## src/rtl/ret_guard_pkg.sv

```systemverilog
package ret_guard_pkg;
  localparam int LINK_W = 64;
  localparam int ADDR_W = 52;
  localparam int TAG_W  = LINK_W - ADDR_W;

  typedef enum logic [1:0] {
    EV_JUMP      = 2'b00,
    EV_CALL      = 2'b01,
    EV_RETURN    = 2'b10,
    EV_CALL_BASE = 2'b11
  } ev_kind_t;
endpackage

```

## src/rtl/rg_tag_fold.sv

```systemverilog
module rg_tag_fold #(
  parameter int IN_W  = 64,
  parameter int OUT_W = 12
) (
  input  logic [IN_W-1:0]  din,
  output logic [OUT_W-1:0] tag
);
  localparam int NCHUNK = (IN_W + OUT_W - 1) / OUT_W;
  localparam int PAD_W  = NCHUNK * OUT_W;

  logic [PAD_W-1:0] padded;
  logic [OUT_W-1:0] part [NCHUNK];

  assign padded = {{(PAD_W-IN_W){1'b0}}, din};

  for (genvar c = 0; c < NCHUNK; c++) begin : g_chunk
    assign part[c] = padded[c*OUT_W +: OUT_W];
  end

  always_comb begin
    tag = '0;
    for (int c = 0; c < NCHUNK; c++) tag = tag ^ part[c];
  end
endmodule

```

## src/rtl/rg_hidden_stack.sv

```systemverilog
module rg_hidden_stack #(
  parameter int DEPTH  = 16,
  parameter int DATA_W = 52
) (
  input  logic              clk,
  input  logic              rst_n,
  input  logic              push,
  input  logic              pop,
  input  logic [DATA_W-1:0] push_data,
  output logic [DATA_W-1:0] top_data,
  output logic              empty,
  output logic [$clog2(DEPTH+1)-1:0] count
);
  localparam int PTR_W = (DEPTH > 1) ? $clog2(DEPTH) : 1;
  localparam int CNT_W = $clog2(DEPTH+1);
  localparam logic [PTR_W-1:0] LAST = PTR_W'(DEPTH-1);
  localparam logic [CNT_W-1:0] FULL = CNT_W'(DEPTH);

  logic [DATA_W-1:0] mem [DEPTH];
  logic [PTR_W-1:0]  wr_ptr;
  logic [PTR_W-1:0]  prev_ptr;
  logic [PTR_W-1:0]  next_ptr;

  assign prev_ptr = (wr_ptr == '0) ? LAST : wr_ptr - 1'b1;
  assign next_ptr = (wr_ptr == LAST) ? '0 : wr_ptr + 1'b1;
  assign top_data = mem[prev_ptr];
  assign empty    = (count == '0);

  always_ff @(posedge clk) begin
    if (push) mem[wr_ptr] <= push_data;
  end

  always_ff @(posedge clk) begin
    if (!rst_n) begin
      wr_ptr <= '0;
      count  <= '0;
    end else if (push) begin
      wr_ptr <= next_ptr;
      if (count != FULL) count <= count + 1'b1;
    end else if (pop && !empty) begin
      wr_ptr <= prev_ptr;
      count  <= count - 1'b1;
    end
  end
endmodule

```

## src/rtl/ret_guard.sv

```systemverilog
module ret_guard
  import ret_guard_pkg::*;
#(
  parameter int DEPTH = 16
) (
  input  logic              clk,
  input  logic              rst_n,
  input  logic              guard_en,
  input  logic              key_load,
  input  logic [LINK_W-1:0] key_value,
  input  logic              ev_valid,
  output logic              ev_ready,
  input  logic [1:0]        ev_kind,
  input  logic [LINK_W-1:0] ev_addr,
  output logic              res_valid,
  input  logic              res_ready,
  output logic [LINK_W-1:0] res_link,
  output logic              res_viol
);
  localparam int CNT_W = $clog2(DEPTH+1);

  ev_kind_t          kind;
  logic [LINK_W-1:0] key_q;
  logic              key_done;
  logic              accept;
  logic [ADDR_W-1:0] addr_lo;
  logic [TAG_W-1:0]  addr_hi;
  logic [TAG_W-1:0]  calc_tag;
  logic              is_call;
  logic              do_push;
  logic              do_pop;
  logic [ADDR_W-1:0] stk_top;
  logic              stk_empty;
  logic [CNT_W-1:0]  stk_count;
  logic [LINK_W-1:0] link_next;
  logic              viol_next;

  assign kind    = ev_kind_t'(ev_kind);
  assign addr_lo = ev_addr[ADDR_W-1:0];
  assign addr_hi = ev_addr[LINK_W-1:ADDR_W];

  // one-shot key register
  always_ff @(posedge clk) begin
    if (!rst_n) begin
      key_q    <= '0;
      key_done <= 1'b0;
    end else if (key_load && !key_done) begin
      key_q    <= key_value;
      key_done <= 1'b1;
    end
  end

  rg_tag_fold #(.IN_W(LINK_W), .OUT_W(TAG_W)) u_fold (
    .din (key_q ^ {{TAG_W{1'b0}}, addr_lo}),
    .tag (calc_tag)
  );

  assign ev_ready = !res_valid || res_ready;
  assign accept   = ev_valid && ev_ready;
  assign is_call  = (kind == EV_CALL) || (kind == EV_CALL_BASE);
  assign do_push  = accept && guard_en && (kind == EV_CALL);
  assign do_pop   = accept && guard_en && (kind == EV_RETURN);

  rg_hidden_stack #(.DEPTH(DEPTH), .DATA_W(ADDR_W)) u_stack (
    .clk       (clk),
    .rst_n     (rst_n),
    .push      (do_push),
    .pop       (do_pop),
    .push_data (addr_lo),
    .top_data  (stk_top),
    .empty     (stk_empty),
    .count     (stk_count)
  );

  always_comb begin
    link_next = ev_addr;
    viol_next = 1'b0;
    if (guard_en) begin
      if (is_call) link_next = {calc_tag, addr_lo};
      if (kind == EV_RETURN)
        viol_next = stk_empty || (stk_top != addr_lo) || (addr_hi != calc_tag);
    end
  end

  always_ff @(posedge clk) begin
    if (!rst_n) begin
      res_valid <= 1'b0;
      res_link  <= '0;
      res_viol  <= 1'b0;
    end else if (ev_ready) begin
      res_valid <= ev_valid;
      if (ev_valid) begin
        res_link <= link_next;
        res_viol <= viol_next;
      end
    end
  end
endmodule

```

## config.mk

```make
export PLATFORM = sky130hd
export DESIGN_NAME = ret_guard
export DESIGN_NICKNAME = d
export VERILOG_FILES = /design/src/rtl/ret_guard_pkg.sv /design/src/rtl/rg_tag_fold.sv /design/src/rtl/rg_hidden_stack.sv /design/src/rtl/ret_guard.sv
export SDC_FILE = /design/constraint.sdc
export NUM_CORES = 1
export LEC_CHECK = 0
export ABC_CLOCK_PERIOD_IN_PS = 8800
export CORE_MARGIN = 4
export CORE_UTILIZATION = 45
export DETAILED_ROUTE_END_ITERATION = 10
export DONT_BUFFER_PORTS = 1
export PLACE_DENSITY = 0.64
export SLEW_MARGIN = 5
export SYNTH_ARGS = -nofsm -noshare
export SYNTH_HDL_FRONTEND = slang
export SYNTH_HIERARCHICAL = 1
export SYNTH_SLANG_ARGS = --single-unit
```

## constraint.sdc

```tcl
create_clock -name clk -period 8.8 [get_ports clk]
set_input_delay 2.64 -clock clk [delete_from_list [all_inputs] [get_ports clk]]
set_output_delay 2.64 -clock clk [all_outputs]
set_load 0.05 [all_outputs]
```

Word level (Yosys, flattened, before mapping)
Memory sizes are Yosys's and may differ from the RTL's.
Index checks and enable logic that the tools add are counted.
{"block": "totals", "ram_bits": 832, "regBits": 140, "inputBits": 136, "word_cells": 57, "memories": 1, "out_inout_bits": 67}
{"name": "u_stack.mem", "depth": 16, "word_bits": 52, "read_ports": 1, "rd_ports_with_merged_regs": 0, "wr": 1, "line": "rg_hidden_stack.sv:19", "text": "logic [DATA_W-1:0] mem [DEPTH];"}
{"block": "op_classes", "n_addsub": 4, "eq_ne": 8, "mux": 13, "bitwise_logic": 6, "n_reduce_logical": 18}
{"operator": "2-to-1 mux 64 bit", "count": 2}
{"operator": "XOR 64 x 52 -> 64 bit", "count": 1}
{"operator": "inequality test 52 bit", "count": 1}
{"operator": "XOR 12 bit", "count": 4}
{"operator": "2-to-1 mux 4 bit", "count": 4}
{"operator": "2-to-1 mux 5 bit", "count": 3}
{"operator": "inequality test 12 bit", "count": 1}
{"operator": "XOR 12 x 4 -> 12 bit", "count": 1}
{"operator": "logical AND 1 bit", "count": 6}
{"operator": "adder 5 x 1 -> 5 bit (second input constant)", "count": 1}
{"operator": "zero test 5 bit", "count": 1}
{"operator": "inequality test 5 bit (second input constant)", "count": 1}
{"operator": "subtractor 5 x 1 -> 5 bit (second input constant)", "count": 1}
{"operator": "adder 4 x 1 -> 4 bit (second input constant)", "count": 1}
{"operator": "equality test 2 bit (second input constant)", "count": 2}
{"operator": "equality test 4 bit (second input constant)", "count": 1}
{"operator": "zero test 4 bit", "count": 1}
{"operator": "logical OR 1 bit", "count": 4}
{"operator": "2-to-1 mux 1 bit", "count": 4}
{"operator": "AND reduction 2 bit", "count": 2}
{"operator": "subtractor 4 x 1 -> 4 bit (second input constant)", "count": 1}
{"operator": "zero test 1 bit", "count": 3}
{"operator": "equality test 2 x 1 -> 1 bit (second input constant)", "count": 1}
{"operator": "inequality test 2 x 1 -> 1 bit (second input constant)", "count": 1}
{"operator": "nonzero test 2 bit", "count": 1}

Depth between registers and ports, before layout
{"block": "logic_depth", "depth_word": 10, "depth_mapped": 18, "depth_no_buf": 13}

Modules after synthesis
The synthesis kept the hierarchy.
{"mod": "rg_hidden_stack", "area_each_um2": 32553.7, "cells_each": 1580, "instances": 1}
{"mod": "ret_guard", "area_each_um2": 6104.6, "cells_each": 738, "instances": 1}
{"mod": "rg_tag_fold", "area_each_um2": 545.5, "cells_each": 40, "instances": 1}

Least setup slack after synthesis
Ideal clock, no wire load.
{"block": "synth_timing", "path_kind": "input-to-reg", "startpoint": "in res_ready", "endpoint": "mem u_stack.mem[3][0], enable pin", "path_slack_ns": 0.330, "required_time_ns": 8.274, "stages": 8, "path_buffers": 3, "arrival_time_ns": 7.944, "cell_sequence": "nand2b_1 nand2_1 clkbuf_1 clkbuf_1 nor3_1 clkbuf_1 nand2_1 nor3_1"}
{"block": "synth_between", "elab_chain_len": 6}
{"element": "start, declared", "line": "ret_guard.sv:16", "text": "input logic res_ready,"}
{"element": "logical OR 1 bit", "line": "ret_guard.sv:58", "text": "assign ev_ready = !res_valid || res_ready;"}
{"element": "logical AND 1 bit", "line": "ret_guard.sv:59", "text": "assign accept = ev_valid && ev_ready;"}
{"element": "logical AND 1 bit (2 in a row)", "line": "ret_guard.sv:61", "text": "assign do_push = accept && guard_en && (kind == EV_CALL);"}
{"element": "named net do_push", "line": "ret_guard.sv:30", "text": "logic do_push;"}
{"element": "2-to-1 mux 1 bit", "line": "rg_hidden_stack.sv:30", "text": "if (push) mem[wr_ptr] <= push_data;"}
{"element": "2-to-1 mux 1 bit (not written as such)", "line": "rg_hidden_stack.sv:30"}
{"element": "end, declared", "line": "rg_hidden_stack.sv:19"}
The timed path passes the listed nets, and every way through them passes these cells.

Final worst setup path
{"block": "layout_timing", "startpoint": "in res_ready", "endpoint": "out ev_ready"}
{"block": "layout_between", "elab_chain_len": 1}
{"element": "logical OR 1 bit", "line": "ret_guard.sv:58"}
{"element": "end, declared", "line": "ret_guard.sv:12", "text": "output logic ev_ready,"}
Every way passes these cells.

==> results.py <==
metrics = {
    "synthesis": {
        "ys.flop_type": "edfxtp_1",
        "yosysTopAreaCell": "edfxtp_1",
        "synth_commonest_cells": "edfxtp_1 (832), nand2_1 (334), mux4_2 (144)",
        "netlist_top_cells_area": "edfxtp_1 (64%), mux4_2 (8.3%), dfxtp_1 (7.1%)",
        "syn-instance-count": 2358,
        "yosysSeqAreaShare": 0.709,
        "ys_types": 66,
        "synth-edff-count": 832,
        "yosysMostFrequentCell": "edfxtp_1",
        "ys_async_sr_fraction": 0,
        "avgSynthCellArea_sq_um": 16.6,
        "ys_ff_latch": 972,
        "synth.top_cell.area_share": 0.637,
        "syn-num-nets": 2503,
        "synth_area_sq_um": 39200,
        "yosys_warnings": 6,
    },
    "clocking": {
        "cts_buffer_depth": 3,
        "cts-root-buf": "clkbuf_16",
        "clk_pin_slew_ps": 50,
        "cts_buffers": 98,
        "cts_resized": 0,
        "postCtsHoldBufs": 0,
        "htree_levels": 3,
        "clk_latency_ps": 660,
        "cts_tree": "done",
        "cts_sinks": 972,
        "cts_setup_buffers": 0,
    },
    "setup_path": {
        "path_cells": "nand2b_1",
        "startpoint_type": "input pin",
        "crit_required_ps": 6160,
        "r2r_end": "res_viol",
        "worst-path-buf-inv": 0,
        "worstSetupPathType": "input pin to output port",
        "cp_slowest_stage_delay_ps": 500,
        "critPathTopFamily": "simple AND/OR/NAND/NOR gates",
        "cp_slowest_cell": "nand2b_1",
        "r2r_cells": 14,
        "worstPathArrival_ps": 3140,
        "cp_max_fo": 4,
        "r2r_setup_slack_ps": 3160,
        "r2r_start": "u_stack/wr_ptr[1]",
        "end_kind": "output port",
    },
    "finish": {
        "drive_gt1_frac": 0.171,
        "fin_area_sq_um": 43600,
        "seqCellArea_sq_um": 27800,
        "multiInputGateArea_sq_um": 10800,
        "layout.nets": 2505,
        "synthToLayoutAreaGrowth_pct": 11.2,
        "fillers": 6918,
        "fin_util": 0.508,
    },
    "sta": {
        "fmax_mhz": 173,
        "fin_crit_ps": 5780,
        "tightest_slew_ps": 1170,
        "relSlewSlack": 0.217,
        "fin_crit_sh": 0.657,
        "final-setup-viol-count": 0,
        "drv_slew": 0,
        "timing.setup.tns_ps": 0,
        "clock_skew_ps": 29.4,
        "hold_violations": 0,
        "rsz0062_at_grt": "no",
    },
    "floorplan": {
        "die_h_um": 303,
        "dieArea_sq_um": 91900,
        "io_pins": 203,
        "start_util": 0.457,
        "die_w_um": 303,
        "core_sq_um": 85800,
        "rows": 107,
    },
    "global_routing": {
        "grt_util_all_layers": 0.229,
        "grt_pass1_vias": 21500,
        "antenna_found_initial": 6,
        "grt_pass1_wl_um": 151000,
        "grt_max_degree": 141,
        "grt-ovfl-total": 0,
    },
    "placement": {
        "place_area_sq_um": 40500,
        "place.gp.congestion": 0.878,
        "portBuffers": 0,
        "dp_hpwl_um": 64200,
    },
    "detailed_routing": {
        "via_count": 21700,
        "viasPerCell": 6.05,
        "wl_per_cell_um": 29.5,
        "first_pass_iters": 5,
        "ant_nets": 0,
        "initialDrtViolationCount": 2587,
        "drc": 0,
        "wl_um": 106000,
    },
    "worst_hold_path": {
        "worstHoldEndpoint": "key_q[50]",
        "worstHoldStart": "key_q[50]",
        "hold_depth": 2,
        "min_path_type": "flop to flop",
    },
    "power": {
        "power.total_uw": 9810,
        "p_per_area_nw_per_um2": 225,
        "vdd_ir_drop_max_v": 0.000152,
        "p_leak_uw": 0.0143,
    },
    "outcome": {
        "status": "finished, final reports clean",
    },
    "job": {
        "drv_cap": 0,
    },
}
==> layout make-up <==
type	instances	area share
clock buffers	140	0.0644
inverters	20	0.00172
repair buffers	41	0.00821
clock inverters	41	0.00697
multi-input cells	1227	0.248
well taps	1144	0.0328
diodes	5	0.000287
flip-flops and latches	972	0.637
==> cell usage in the layout, fill, tap and decap left out, types with 23 or more instances in the layout <==
cell and instances:
edfxtp_1 832, nand2_1 333, mux4_2 144, dfxtp_1 139
a21boi_1 117, clkbuf_16 102, xor2_1 91, mux2i_1 72
o21ai_0 51, nand3_1 48, mux2_2 44, a221oi_1 44
xnor2_1 42, a221o_1 42, buf_4 37, a21oi_1 31
clkbuf_1 23
==> how the worst max path moves through the flow <==
| stage | start | end | slack [ps] | cells past startpoint |
|---|---|---|---|---|
| detailed placement | res_ready | u_stack/mem[7][37] | 2890 | 7 |
| global placement | res_ready | u_stack/mem[7][51] | 2940 | 7 |
| CTS | res_ready | ev_ready | 3020 | 1 |
| finish | res_ready | ev_ready | 3020 | 1 |
| floorplan | res_ready | u_stack/mem[3][0] | 330 | 8 |
| global route | u_stack/wr_ptr[1] | res_viol | 2910 | 14 |
==> cells by family (layout without fill, tap and decap cells) <==
logic type	after synthesis	count (layout)	synth area share
DFF	972	972	0.709
and+or+nand+nor	456	456	0.0486
AOI/OAI and AO/OA	353	353	0.0675
muxes	260	260	0.114
buffers and inverters	159	242	0.0200
xor gates and xnor gates	149	149	0.0383
adders and majority gates	9	9	0.00306
other	0	5	0
==> registers in the layout, indices dropped and copies added (netlist names) <==
| signal | count |
|---|---|
| key_q | 64 |
| res_link | 64 |
| u_stack/count | 5 |
| key_done | 1 |
| u_stack/wr_ptr | 4 |
| u_stack/mem | 832 |
| res_valid | 1 |
| res_viol | 1 |
==> metal layers <==
metal  share of wire  vias to the layer above  GRT usage
li1                -                     9166          -
met1            0.40                    11200      0.317
met2            0.44                     1176      0.341
met3            0.13                      181     0.0815
met4           0.028                        6     0.0712
met5          0.0010                        -     0.0180
==> stage by stage <==
| stage | worst slack, ps | hold slack [ps] | instances |
|---|---|---|---|
| global route | 2910 | 480 | 3587 |
| finish | 3020 | 463 | 3590 |
| global placement | 2940 | 455 | 3404 |
| CTS | 3020 | 464 | 3585 |
| detailed placement | 2890 | 457 | 3404 |
| floorplan | 330 | 447 | 2358 |
==> power breakdown <==
part	internal [uW]	switching, uW	leakage (uW)
clock	2310	1700	0.00153
sequential	5040	108	0.00863
combinational	257	392	0.00411
Note: power is estimated with default switching activity, not from simulation.
